===== src/rtl/xpin_pkg.sv =====
package xpin_pkg;

   localparam logic [2:0] ADR_SENSE = 3'd0;
   localparam logic [2:0] ADR_PRIO  = 3'd1;
   localparam logic [2:0] ADR_SRC   = 3'd2;
   localparam logic [2:0] ADR_MSET  = 3'd3;
   localparam logic [2:0] ADR_MCLR  = 3'd4;
   localparam logic [2:0] ADR_MODE  = 3'd5;

   localparam int MODE_BIT = 23;
   localparam int PRIO_W   = 4;

   typedef enum logic [3:0] {
      SNS_FALL = 4'd0,
      SNS_RISE = 4'd1,
      SNS_LOW  = 4'd2,
      SNS_HIGH = 4'd3,
      SNS_BOTH = 4'd4
   } sense_e;

   // bits of a 32-bit register occupied by npins fields of width w, MSB-first
   function automatic logic [31:0] field_mask(input int npins, input int w);
      logic [31:0] m;
      m = '0;
      for (int n = 0; n < npins; n++)
         for (int k = 0; k < w; k++)
            m[32 - (n + 1) * w + k] = 1'b1;
      return m;
   endfunction

endpackage


===== src/rtl/xpin_pin_detect.sv =====
module xpin_pin_detect
   import xpin_pkg::*;
#(
   parameter int SENSE_W = 4
) (
   input  logic               clk,
   input  logic               rst_n,
   input  logic               pin_i,
   input  logic [SENSE_W-1:0] sense_i,
   output logic               event_o
);

   localparam bit BOTH_OK = (SENSE_W >= 4);

   logic meta_q, cur_q, prev_q;
   logic [3:0] code;

   always_ff @(posedge clk) begin
      if (!rst_n) begin
         meta_q <= 1'b0;
         cur_q  <= 1'b0;
         prev_q <= 1'b0;
      end else begin
         meta_q <= pin_i;
         cur_q  <= meta_q;
         prev_q <= cur_q;
      end
   end

   assign code = 4'(sense_i);

   always_comb begin
      case (code)
         SNS_FALL: event_o = prev_q & ~cur_q;
         SNS_RISE: event_o = cur_q & ~prev_q;
         SNS_LOW:  event_o = ~cur_q;
         SNS_HIGH: event_o = cur_q;
         SNS_BOTH: event_o = BOTH_OK ? (cur_q ^ prev_q) : 1'b0;
         default:  event_o = 1'b0;
      endcase
   end

   // a rising-edge request lasts exactly one cycle while the code is steady
   AST_RISE_ONE_SHOT: assert property (@(posedge clk) disable iff (!rst_n)
      (code == SNS_RISE && event_o && $stable(sense_i)) |=> !event_o);

endmodule


===== src/rtl/xpin_cfg_regs.sv =====
module xpin_cfg_regs
   import xpin_pkg::*;
#(
   parameter int NUM_PINS = 8,
   parameter int SENSE_W  = 4,
   parameter bit HAS_MODE = 1'b1
) (
   input  logic                clk,
   input  logic                rst_n,
   input  logic                we_i,
   input  logic [2:0]          addr_i,
   input  logic [31:0]         wdata_i,
   input  logic [NUM_PINS-1:0] pinbits_i,
   output logic [31:0]         sense_o,
   output logic [31:0]         prio_o,
   output logic [NUM_PINS-1:0] mask_o,
   output logic                indiv_o
);

   localparam logic [31:0] SENSE_MASK = field_mask(NUM_PINS, SENSE_W);
   localparam logic [31:0] PRIO_MASK  = field_mask(NUM_PINS, PRIO_W);

   logic [31:0]         sense_q, prio_q;
   logic [NUM_PINS-1:0] mask_q;

   always_ff @(posedge clk) begin
      if (!rst_n) begin
         sense_q <= '0;
         prio_q  <= '0;
         mask_q  <= '1;
      end else if (we_i) begin
         case (addr_i)
            ADR_SENSE: sense_q <= wdata_i & SENSE_MASK;
            ADR_PRIO:  prio_q  <= wdata_i & PRIO_MASK;
            ADR_MSET:  mask_q  <= mask_q | pinbits_i;
            ADR_MCLR:  mask_q  <= mask_q & ~pinbits_i;
            default: ;
         endcase
      end
   end

   generate
      if (HAS_MODE) begin : g_mode
         logic indiv_q;
         always_ff @(posedge clk) begin
            if (!rst_n)
               indiv_q <= 1'b0;
            else if (we_i && addr_i == ADR_MODE)
               indiv_q <= wdata_i[MODE_BIT];
         end
         assign indiv_o = indiv_q;
      end else begin : g_nomode
         assign indiv_o = 1'b1;
      end
   endgenerate

   assign sense_o = sense_q;
   assign prio_o  = prio_q;
   assign mask_o  = mask_q;

   // a set-port write never unmasks, a clear-port write never masks
   AST_MSET_NO_UNMASK: assert property (@(posedge clk) disable iff (!rst_n)
      (we_i && addr_i == ADR_MSET) |=> ((mask_o & $past(mask_o)) == $past(mask_o)));
   AST_MCLR_NO_MASK: assert property (@(posedge clk) disable iff (!rst_n)
      (we_i && addr_i == ADR_MCLR) |=> ((mask_o | $past(mask_o)) == $past(mask_o)));

endmodule


===== src/rtl/xpin_pend_bank.sv =====
module xpin_pend_bank #(
   parameter int NUM_PINS = 8
) (
   input  logic                clk,
   input  logic                rst_n,
   input  logic [NUM_PINS-1:0] event_i,
   input  logic                clr_wr_i,
   input  logic [NUM_PINS-1:0] keep_i,
   output logic [NUM_PINS-1:0] pend_o
);

   logic [NUM_PINS-1:0] pend_q;

   always_ff @(posedge clk) begin
      if (!rst_n)
         pend_q <= '0;
      else if (clr_wr_i)
         pend_q <= (pend_q & keep_i) | event_i;
      else
         pend_q <= pend_q | event_i;
   end

   assign pend_o = pend_q;

   for (genvar n = 0; n < NUM_PINS; n++) begin : g_chk
      AST_EVENT_LATCHES: assert property (@(posedge clk) disable iff (!rst_n)
         event_i[n] |=> pend_o[n]);
      AST_ZERO_CLEARS: assert property (@(posedge clk) disable iff (!rst_n)
         (clr_wr_i && !keep_i[n] && !event_i[n]) |=> !pend_o[n]);
      AST_ONE_KEEPS: assert property (@(posedge clk) disable iff (!rst_n)
         (clr_wr_i && keep_i[n] && pend_o[n]) |=> pend_o[n]);
   end

endmodule


===== src/rtl/xpin_irq_ctrl.sv =====
module xpin_irq_ctrl
   import xpin_pkg::*;
#(
   parameter int NUM_PINS = 8,
   parameter int SENSE_W  = 4,
   parameter int SRC_W    = 8,
   parameter bit HAS_MODE = 1'b1
) (
   input  logic                clk,
   input  logic                rst_n,
   input  logic [NUM_PINS-1:0] pins_i,
   input  logic [2:0]          bus_addr,
   input  logic                bus_we,
   input  logic [31:0]         bus_wdata,
   output logic [31:0]         bus_rdata,
   output logic [NUM_PINS-1:0] irq_o,
   output logic                irq_any_o
);

   generate
      if (NUM_PINS < 1 || NUM_PINS > 8) begin : g_bad_pins
         $error("xpin_irq_ctrl: NUM_PINS must be 1..8");
      end
      if (SENSE_W != 2 && SENSE_W != 4) begin : g_bad_sense
         $error("xpin_irq_ctrl: SENSE_W must be 2 or 4");
      end
      if (SRC_W != 8 && SRC_W != 32) begin : g_bad_src
         $error("xpin_irq_ctrl: SRC_W must be 8 or 32");
      end
   endgenerate

   logic [NUM_PINS-1:0] wr_pins, events, pend, mask, qual;
   logic [31:0]         sense_q, prio_q, src_view;
   logic                indiv;

   for (genvar n = 0; n < NUM_PINS; n++) begin : g_wbit
      assign wr_pins[n] = bus_wdata[SRC_W - 1 - n];
   end

   xpin_cfg_regs #(
      .NUM_PINS (NUM_PINS),
      .SENSE_W  (SENSE_W),
      .HAS_MODE (HAS_MODE)
   ) i_cfg (
      .clk       (clk),
      .rst_n     (rst_n),
      .we_i      (bus_we),
      .addr_i    (bus_addr),
      .wdata_i   (bus_wdata),
      .pinbits_i (wr_pins),
      .sense_o   (sense_q),
      .prio_o    (prio_q),
      .mask_o    (mask),
      .indiv_o   (indiv)
   );

   for (genvar n = 0; n < NUM_PINS; n++) begin : g_pin
      localparam int SSH = 32 - (n + 1) * SENSE_W;
      localparam int PSH = 32 - (n + 1) * PRIO_W;

      xpin_pin_detect #(.SENSE_W(SENSE_W)) i_det (
         .clk     (clk),
         .rst_n   (rst_n),
         .pin_i   (pins_i[n]),
         .sense_i (sense_q[SSH +: SENSE_W]),
         .event_o (events[n])
      );

      assign qual[n] = pend[n] & ~mask[n] & (|prio_q[PSH +: PRIO_W]);

      AST_PRIO_ZERO_BLOCKS: assert property (@(posedge clk) disable iff (!rst_n)
         (prio_q[PSH +: PRIO_W] == '0) |-> !irq_o[n]);
      AST_MASKSET_SILENCES: assert property (@(posedge clk) disable iff (!rst_n)
         (bus_we && bus_addr == ADR_MSET && bus_wdata[SRC_W - 1 - n]) |=> !irq_o[n]);
   end

   xpin_pend_bank #(.NUM_PINS(NUM_PINS)) i_pend (
      .clk      (clk),
      .rst_n    (rst_n),
      .event_i  (events),
      .clr_wr_i (bus_we && bus_addr == ADR_SRC),
      .keep_i   (wr_pins),
      .pend_o   (pend)
   );

   assign irq_o     = indiv ? qual : '0;
   assign irq_any_o = |qual;

   always_comb begin
      src_view = '0;
      for (int n = 0; n < NUM_PINS; n++)
         src_view[SRC_W - 1 - n] = pend[n];
   end

   always_comb begin
      bus_rdata = '0;
      case (bus_addr)
         ADR_SENSE: bus_rdata = sense_q;
         ADR_PRIO:  bus_rdata = prio_q;
         ADR_SRC:   bus_rdata = src_view;
         ADR_MODE:  bus_rdata[MODE_BIT] = HAS_MODE ? indiv : 1'b0;
         default:   bus_rdata = '0;
      endcase
   end

   AST_ANY_NEEDS_PEND: assert property (@(posedge clk) disable iff (!rst_n)
      irq_any_o |-> ($countones(pend) > 0));
   AST_IRQ_SUBSET_ANY: assert property (@(posedge clk) disable iff (!rst_n)
      (irq_o != '0) |-> irq_any_o);
   AST_MODE_OFF_QUIET: assert property (@(posedge clk) disable iff (!rst_n)
      (bus_we && bus_addr == ADR_MODE && !bus_wdata[MODE_BIT]) |=> (irq_o == '0));

endmodule


===== config.mk =====
export PLATFORM = sky130hd
export DESIGN_NAME = xpin_irq_ctrl
export DESIGN_NICKNAME = d
export VERILOG_FILES = /design/src/rtl/xpin_pkg.sv /design/src/rtl/xpin_pin_detect.sv /design/src/rtl/xpin_cfg_regs.sv /design/src/rtl/xpin_pend_bank.sv /design/src/rtl/xpin_irq_ctrl.sv
export SDC_FILE = /design/constraint.sdc
export NUM_CORES = 1
export LEC_CHECK = 0
export ABC_AREA = 0
export BUFFER_PORTS_ARGS = -buffer_cell sky130_fd_sc_hd__buf_2
export CORE_MARGIN = 2
export CORE_UTILIZATION = 51
export CTS_BUF_LIST = sky130_fd_sc_hd__clkbuf_16
export CTS_CLUSTER_DIAMETER = 100
export CTS_CLUSTER_SIZE = 12
export DETAILED_ROUTE_END_ITERATION = 6
export GPL_TIMING_DRIVEN = 0
export PLACE_DENSITY = 0.75
export SYNTH_ARGS = -nofsm -noshare
export SYNTH_HDL_FRONTEND = slang
export SYNTH_SLANG_ARGS = --single-unit

===== constraint.sdc =====
create_clock -name clk -period 1.6 [get_ports clk]
set_input_delay 0.4 -clock clk [delete_from_list [all_inputs] [get_ports clk]]
set_output_delay 0.4 -clock clk [all_outputs]
set_load 0.01 [all_outputs]

==> results of run 1 <==
-- metal layers --
| metal | GRT usage, % | up-vias | wire length (µm) |
|---|---|---|---|
| met5 | 0 | - | 0 |
| met4 | 13.6 | 0 | 777 |
| met3 | 5.45 | 61 | 1410 |
| met2 | 50.3 | 274 | 8260 |
| met1 | 36.4 | 2396 | 6450 |
| li1 | - | 2308 | - |
-- final cells by class --
type                       instances  share of cell area (%)
buffer                            38                    4.63
sequential                       105                    31.5
tap                              133                    2.45
clock inverter                     7                   0.848
timing repair buffer             115                    11.6
multi-input combinational        403                    43.2
inverter                          44                    2.43
clock buffer                       9                    3.32
-- cell families (layout without fill, tap and decap cells) --
logic type	count (synthesis)	after routing	share of synthesized area, %
AOI/OAI and AO/OA	157	157	24.4
adders and majority gates	16	16	3.91
buffers and inverters	84	213	7.54
DFF	105	105	41.0
muxes	10	10	1.98
and+or+nand+nor	220	220	21.2
-- report_power, final --
group | internal [mW] | switching (mW) | total (mW)
clock network | 1.08 | 1.07 | 2.15
registers | 2.70 | 0.0906 | 2.79
logic | 0.340 | 0.363 | 0.703
-- flip-flops by register name (all words and copies together), names as in the netlist, named ones only --
name                flops
g_pin.i_det.cur_q       8
g_pin.i_det.meta_q      8
i_pend.pend_o           8
i_cfg.sense_o          32
i_cfg.indiv_o           1
g_pin.i_det.prev_q      8
i_cfg.prio_o           32
-- repair_timing --
action	in CTS	in global routing
buffers inserted	20	8
gates cloned	5	2
pin swaps	16	15
endpoints found under the setup margin	41	76
gates resized for setup	78	41
-- cells in the mapped netlist, drive strengths merged (9+ instances only) --
cell type / number / area (µm²)
buf: 24 / 161
nand2: 128 / 480
ha: 16 / 200
a21boi: 64 / 480
o31ai: 16 / 120
clkbuf: 16 / 60.1
nor2b: 11 / 68.8
and2: 24 / 150
mux2i: 9 / 90.1
inv: 44 / 165
a22o: 23 / 201
dfxtp: 105 / 2100
nor2: 18 / 67.6
o21ai: 9 / 45.0
-- critical path: cells and delay by family, from the launching register on --
family | cells | cell delay (ns)
compound gates | 1 | 0.14
buf+inv | 1 | 0.14
simple gates | 2 | 0.89
flops | 1 | 0.35
-- worst max path at each step --
stage / to / cells past startpoint / slack (ns) / from
floorplan: irq_any_o / 3 / -0.06 / i_cfg.prio_o[11]$_SDFFE_PN0P_
global placement: bus_rdata[4] / 7 / -0.40 / bus_addr[1]
detailed placement: irq_any_o / 4 / -0.44 / i_cfg.prio_o[16]$_SDFFE_PN0P_
CTS: irq_any_o / 4 / -0.66 / i_cfg.prio_o[8]$_SDFFE_PN0P_
global route: irq_any_o / 4 / -0.68 / i_cfg.prio_o[23]$_SDFFE_PN0P_
finish: irq_any_o / 4 / -0.67 / i_cfg.prio_o[16]$_SDFFE_PN0P_
==> key figures, run 1 <==
Timing
  – Post-layout minimum cycle time: 2.27 ns
  – Final setup fails: 42
  – Max Transition Viols Final: 0
  – Least-Margin Pin Slew: 0.661 ns
  – Post-route setup slack: -0.669 ns
  – Final hold viol count: 0
  – RSZ-0062 raised after global routing: yes
  – WHS: ~0.25 ns
  – Final period util: 142%
  – Clk_skew: 0.0115 ns
  – Relative slew slack: about 56%
  – FMAX: approximately 440 MHz
  – Setup TNS: -7.93 ns

Die
  – Die ar.: 10,900 µm²
  – Io pins: 87
  – Initial core utilization: 52.4%
  – Die W: 104 µm
  – Core area: 9770 µm²
  – Die Height: 104 µm
  – Std-Cell Rows: 36

Worst hold path
  – Hold wc startpoint: pins_i[7]
  – Cells on Worst Hold Path: 2
  – Worst hold path class: input pin to register
  – Min-Delay Endpoint: g_pin[7].i_det.meta_q$_SDFF_PN0_

Clock network
  – Root buffer cell: clkbuf_16
  – Clock sink count: 105
  – Clk Latency, worst-skew pair: 0.35 ns
  – Num CTS Buffers: 9
  – H-tree level count: 3
  – CTS clk-pin slew, worst paths: 0.08 ns
  – Hold Buf Count CTS: 0
  – Clock Path Buffers: 2
  – CTS tree: yes

Placement
  – Placed insts: 810
  – Gpl congestion: 0.874
  – Port buffer count: 85
  – Pre-CTS WS: -0.440 ns
  – Post-DP HPWL: 10.4 mm
  – Placed cell area: between 5000 and 6000 µm²

Route
  – Average routed wire per standard cell: 19.8 µm
  – 1st-pass router iterations: 6
  – DR DRC count: 0
  – Routed via count: between 5,000 and 6,000
  – 1st-iter DRT viols: about 400
  – Drt total wl: ~17 mm
  – Final ANT Viol Nets: 0
  – DR vias/cell: 5.90

Layout
  – Antenna diode count: 0
  – Most common cell after layout, fill and taps aside: nand2_1
  – Fillers: 750
  – Multi-input logic area: 2930 µm²
  – Area grow syn2layout: 32.4%
  – Share of layout cells above drive strength 1: 30.8%
  – Finished Core Util: between 60% and 70%
  – Commonest non-fill, non-tap cells in the layout: nand2_1, buf_2, dfxtp_1
  – Post-route cell area: ~6800 µm²
  – Register Area: 2140 µm²
  – Nets: 778
  – Non-Filler Instances: 854

Yosys
  – Ys async rst share: 0%
  – Mapped Cells: 592
  – EDFF count, synth: 0
  – Syn Area/Cell: about 8.7 µm²
  – Post-synthesis cell area: around 5100 µm²
  – Seq cells post-synth: 105
  – Register area share after synthesis: 41.0%
  – Primary FF master, synth: dfxtp_1
  – Synth cell types: 40
  – Mapped Nets: 654
  – Yosys warns: 0

Critical path
  – Largest fanout on the critical path: 3
  – WS Path Type: register to output pin
  – Worst Setup End Kind: output pin
  – Cell Chain, Critical Path: nor4_4, o32ai_1, or4_4, buf_6
  – Crit path largest cell delay: 0.57 ns
  – CP max-delay cell: or4_4
  – Critical path required time: 1.20 ns
  – Critical R2R Capture: i_pend.pend_o[3]$_SDFF_PN0_
  – CP Data Arrival Time: 1.87 ns
  – Cell depth of the worst flop-to-flop path: 4
  – Reg2reg setup slack: approximately 0.15 ns
  – Worst setup SP type: register
  – Reg2reg start: g_pin[3].i_det.cur_q$_SDFF_PN0_

Global route
  – GRT Resource Usage Total: 29.6%
  – Largest net degree at the start of global routing: 20
  – Vias in the first global route: around 4,800
  – Initial antenna violation count: 0
  – Global-route wire length before repair: 25.1 mm
  – Total gr overflow: 0

Outcome
  – Status: finished, violations left
  – Violated checks: setup timing

Pwr
  – Leakage Power: 2.79 nW
  – Worst vdd ir: ~0.64 mV
  – Total Power: 5.64 mW
  – PD cells: roughly 830 nW/µm²

Job
  – Number of max-cap violations: 0
Power figures use the tool's default switching activity.
==> run 2, diff against run 1 <==
--- a/config.mk
+++ b/config.mk
@@ -5,16 +5,17 @@
 export SDC_FILE = /design/constraint.sdc
 export NUM_CORES = 1
 export LEC_CHECK = 0
-export ABC_AREA = 0
+export ABC_AREA = 1
 export BUFFER_PORTS_ARGS = -buffer_cell sky130_fd_sc_hd__buf_2
+export CAP_MARGIN = 25
 export CORE_MARGIN = 2
-export CORE_UTILIZATION = 51
+export CORE_UTILIZATION = 40
 export CTS_BUF_LIST = sky130_fd_sc_hd__clkbuf_16
 export CTS_CLUSTER_DIAMETER = 100
 export CTS_CLUSTER_SIZE = 12
 export DETAILED_ROUTE_END_ITERATION = 6
 export GPL_TIMING_DRIVEN = 0
-export PLACE_DENSITY = 0.75
+export PLACE_DENSITY = 0.62
 export SYNTH_ARGS = -nofsm -noshare
 export SYNTH_HDL_FRONTEND = slang
 export SYNTH_SLANG_ARGS = --single-unit
==> key figures, run 2 <==
Outcome
  – Status: finished, violations left
  – Violated checks: setup timing

Critical path
  – Largest fanout on the critical path: 3
  – Cell Chain, Critical Path: inv_2, nand4_1, nand2_2, nand2_2, nor2_4, nand2_1, buf_2
  – Worst Setup End Kind: output pin
  – WS Path Type: register to output pin
  – CP max-delay cell: dfxtp_2
  – Reg2reg start: g_pin[6].i_det.prev_q$_SDFF_PN0_
  – Cell depth of the worst flop-to-flop path: 7
  – Critical path capture point: irq_any_o
  – Worst setup SP type: register
  – CP most frequent cell: nand2_2
  – Crit path largest cell delay: between 0.3 and 0.4 ns
  – CP Data Arrival Time: 1.39 ns
  – Worst setup path start: i_cfg.prio_o[25]$_SDFFE_PN0P_
  – Critical R2R Capture: i_pend.pend_o[6]$_SDFF_PN0_
  – Reg2reg setup slack: 0.27 ns
  – Critical path required time: 1.20 ns

Pwr
  – Worst vdd ir: 0.433 mV
  – Leakage Power: approximately 2.9 nW
  – PD cells: 854 nW/µm²
  – Total Power: 5.61 mW

Die
  – Std-Cell Rows: 40
  – Initial core utilization: 40.6%
  – Io pins: a little under 90
  – Die ar.: 13,000 µm²
  – Die W: 114 µm
  – Core area: approximately 12,000 µm²
  – Die Height: about 110 µm

Clock network
  – Clock sink count: around 110
  – Clk Latency, worst-skew pair: ~0.34 ns
  – H-tree level count: 3
  – CTS clk-pin slew, worst paths: 0.07 ns
  – Clock Path Buffers: 2
  – Root buffer cell: clkbuf_16
  – Hold Buf Count CTS: 0
  – Num CTS Buffers: 9
  – CTS tree: yes

Timing
  – Post-route setup slack: -0.186 ns
  – RSZ-0062 raised after global routing: yes
  – FMAX: 560 MHz
  – Clk_skew: 0.00776 ns
  – Relative slew slack: 44.5%
  – Least-Margin Pin Slew: 0.832 ns
  – Final period util: 112%
  – Final setup fails: 37
  – Final hold viol count: 0
  – Max Transition Viols Final: 0
  – Post-layout minimum cycle time: 1.79 ns
  – WHS: 0.229 ns

Layout
  – Non-Filler Instances: 943
  – Fillers: 1,144
  – Most common cell after layout, fill and taps aside: nand2_1
  – Area grow syn2layout: 36.0%
  – Post-route cell area: 6570 µm²
  – Antenna diode count: 0
  – Share of layout cells above drive strength 1: 32.8%
  – Commonest non-fill, non-tap cells in the layout: nand2_1, inv_1, buf_2
  – Nets: 853

Yosys
  – Syn Area/Cell: 7.18 µm²
  – Area share of the largest cell type after synthesis: 43.5%
  – Mapped Nets: around 740
  – Top-count cell post-synth: inv_1
  – EDFF count, synth: 0
  – Post-synthesis cell area: between 4000 and 5000 µm²
  – Yosys top cell by area: dfxtp_1
  – Register area share after synthesis: 43.5%
  – Yosys warns: 0
  – Ys async rst share: 0%
  – Synth cell types: 24
  – Primary FF master, synth: dfxtp_1
  – Commonest cells post-synth: inv_1, nand2_1, dfxtp_1
  – Seq cells post-synth: 105
  – Synth area leaders: dfxtp_1, inv_1, nand2_1
  – Mapped Cells: approximately 670

Route
  – 1st-pass router iterations: 5
  – Final ANT Viol Nets: 0
  – Drt total wl: 15.0 mm
  – 1st-iter DRT viols: 280
  – Routed via count: 4,887
  – Average routed wire per standard cell: 15.9 µm
  – DR DRC count: 0
  – DR vias/cell: about 5.2

Global route
  – Largest net degree at the start of global routing: 18
  – Initial antenna violation count: 0
  – Total gr overflow: 0
  – Global-route wire length before repair: between 20 and 25 mm
  – Vias in the first global route: 4,550
  – GRT Resource Usage Total: 22.9%

Placement
  – Placed cell area: 5440 µm²
  – Port buffer count: 85
  – Placed insts: 905
  – Gpl congestion: 0.856
  – Post-DP HPWL: 10.5 mm

Job
  – Number of max-cap violations: 0

Worst hold path
  – Worst hold path class: input pin to register
-- run 2: cells by family after synthesis --
| family | synth area share [%] |
|---|---|
| simple gates | 18.1 |
| compound gates | 20.2 |
| buf+inv | 14.1 |
| flops | 43.5 |
| fa+ha+maj | 4.14 |
-- run 2: metal layers --
layer | part of all wire [%] | routed length [µm] | track usage, % | up-vias
li1 | - | - | - | 2421
met1 | 44 | 6620 | 30.6 | 2273
met2 | 47 | 7130 | 37.7 | 172
met3 | 6.6 | 992 | 3.88 | 21
met4 | 1.8 | 269 | 7.97 | 0
met5 | 0 | 0 | 0 | -
-- run 2: what timing repair did --
| action | 4_1_cts | 5_1_grt |
|---|---|---|
| cloned | 4 | 0 |
| buffers inserted | 9 | 9 |
| resized for setup | 107 | 73 |
| pin swaps | 13 | 15 |
| endpoints found under the setup margin | 41 | 41 |
| endpoints found under the hold margin | 0 | 0 |
-- run 2: stage by stage --
step / setup TNS (ns) / utilization (%) / setup WS (ns)
after floorplan: 0 / - / 0.137
after global placement: -7.15 / 45.7 / -0.285
after global routing: -5.86 / 55.1 / -0.262
final: -4.16 / 55.1 / -0.186
after CTS: -3.33 / 52.6 / -0.222
after detailed placement: -8.14 / 45.7 / -0.316
-- run 2: critical path, delay by kind of cell, from the launching register on --
| kind | cells | cell delay, ns |
|---|---|---|
| buffers and inverters | 2 | 0.21 |
| and+or+nand+nor | 5 | 0.51 |
| DFF | 1 | 0.32 |
-- run 2: area by class of cell --
cell class | count | area, µm² | area share [%]
plain buffers | 31 | 204 | 3.10
clock buffers | 9 | 225 | 3.43
clock inverters | 7 | 45.0 | 0.686
inverters | 141 | 544 | 8.29
multi-input cells | 396 | 2460 | 37.5
flip-flops and latches | 105 | 2130 | 32.5
well taps | 147 | 184 | 2.80
repair buffers | 107 | 768 | 11.7
-- run 2: worst min path at each step --
| stage | from | end | slack (ns) | cells past startpoint |
|---|---|---|---|---|
| 2_1_floorplan | g_pin[0].i_det.meta_q$_SDFF_PN0_ | g_pin[0].i_det.cur_q$_SDFF_PN0_ | 0.39 | 2 |
| 3_3_place_gp | g_pin[3].i_det.meta_q$_SDFF_PN0_ | g_pin[3].i_det.cur_q$_SDFF_PN0_ | 0.39 | 2 |
| 3_5_place_dp | g_pin[5].i_det.meta_q$_SDFF_PN0_ | g_pin[5].i_det.cur_q$_SDFF_PN0_ | 0.40 | 2 |
| 4_1_cts | pins_i[2] | g_pin[2].i_det.meta_q$_SDFF_PN0_ | 0.23 | 3 |
| 5_1_grt | pins_i[5] | g_pin[5].i_det.meta_q$_SDFF_PN0_ | 0.23 | 3 |
| 6_report | pins_i[5] | g_pin[5].i_det.meta_q$_SDFF_PN0_ | 0.23 | 3 |
-- run 2: power by group --
group / internal, mW / leakage [nW] / switching [mW]
combinational: 0.295 / 1.95 / 0.470
clock: 1.05 / 0.129 / 0.996
sequential: 2.73 / 0.869 / 0.0644
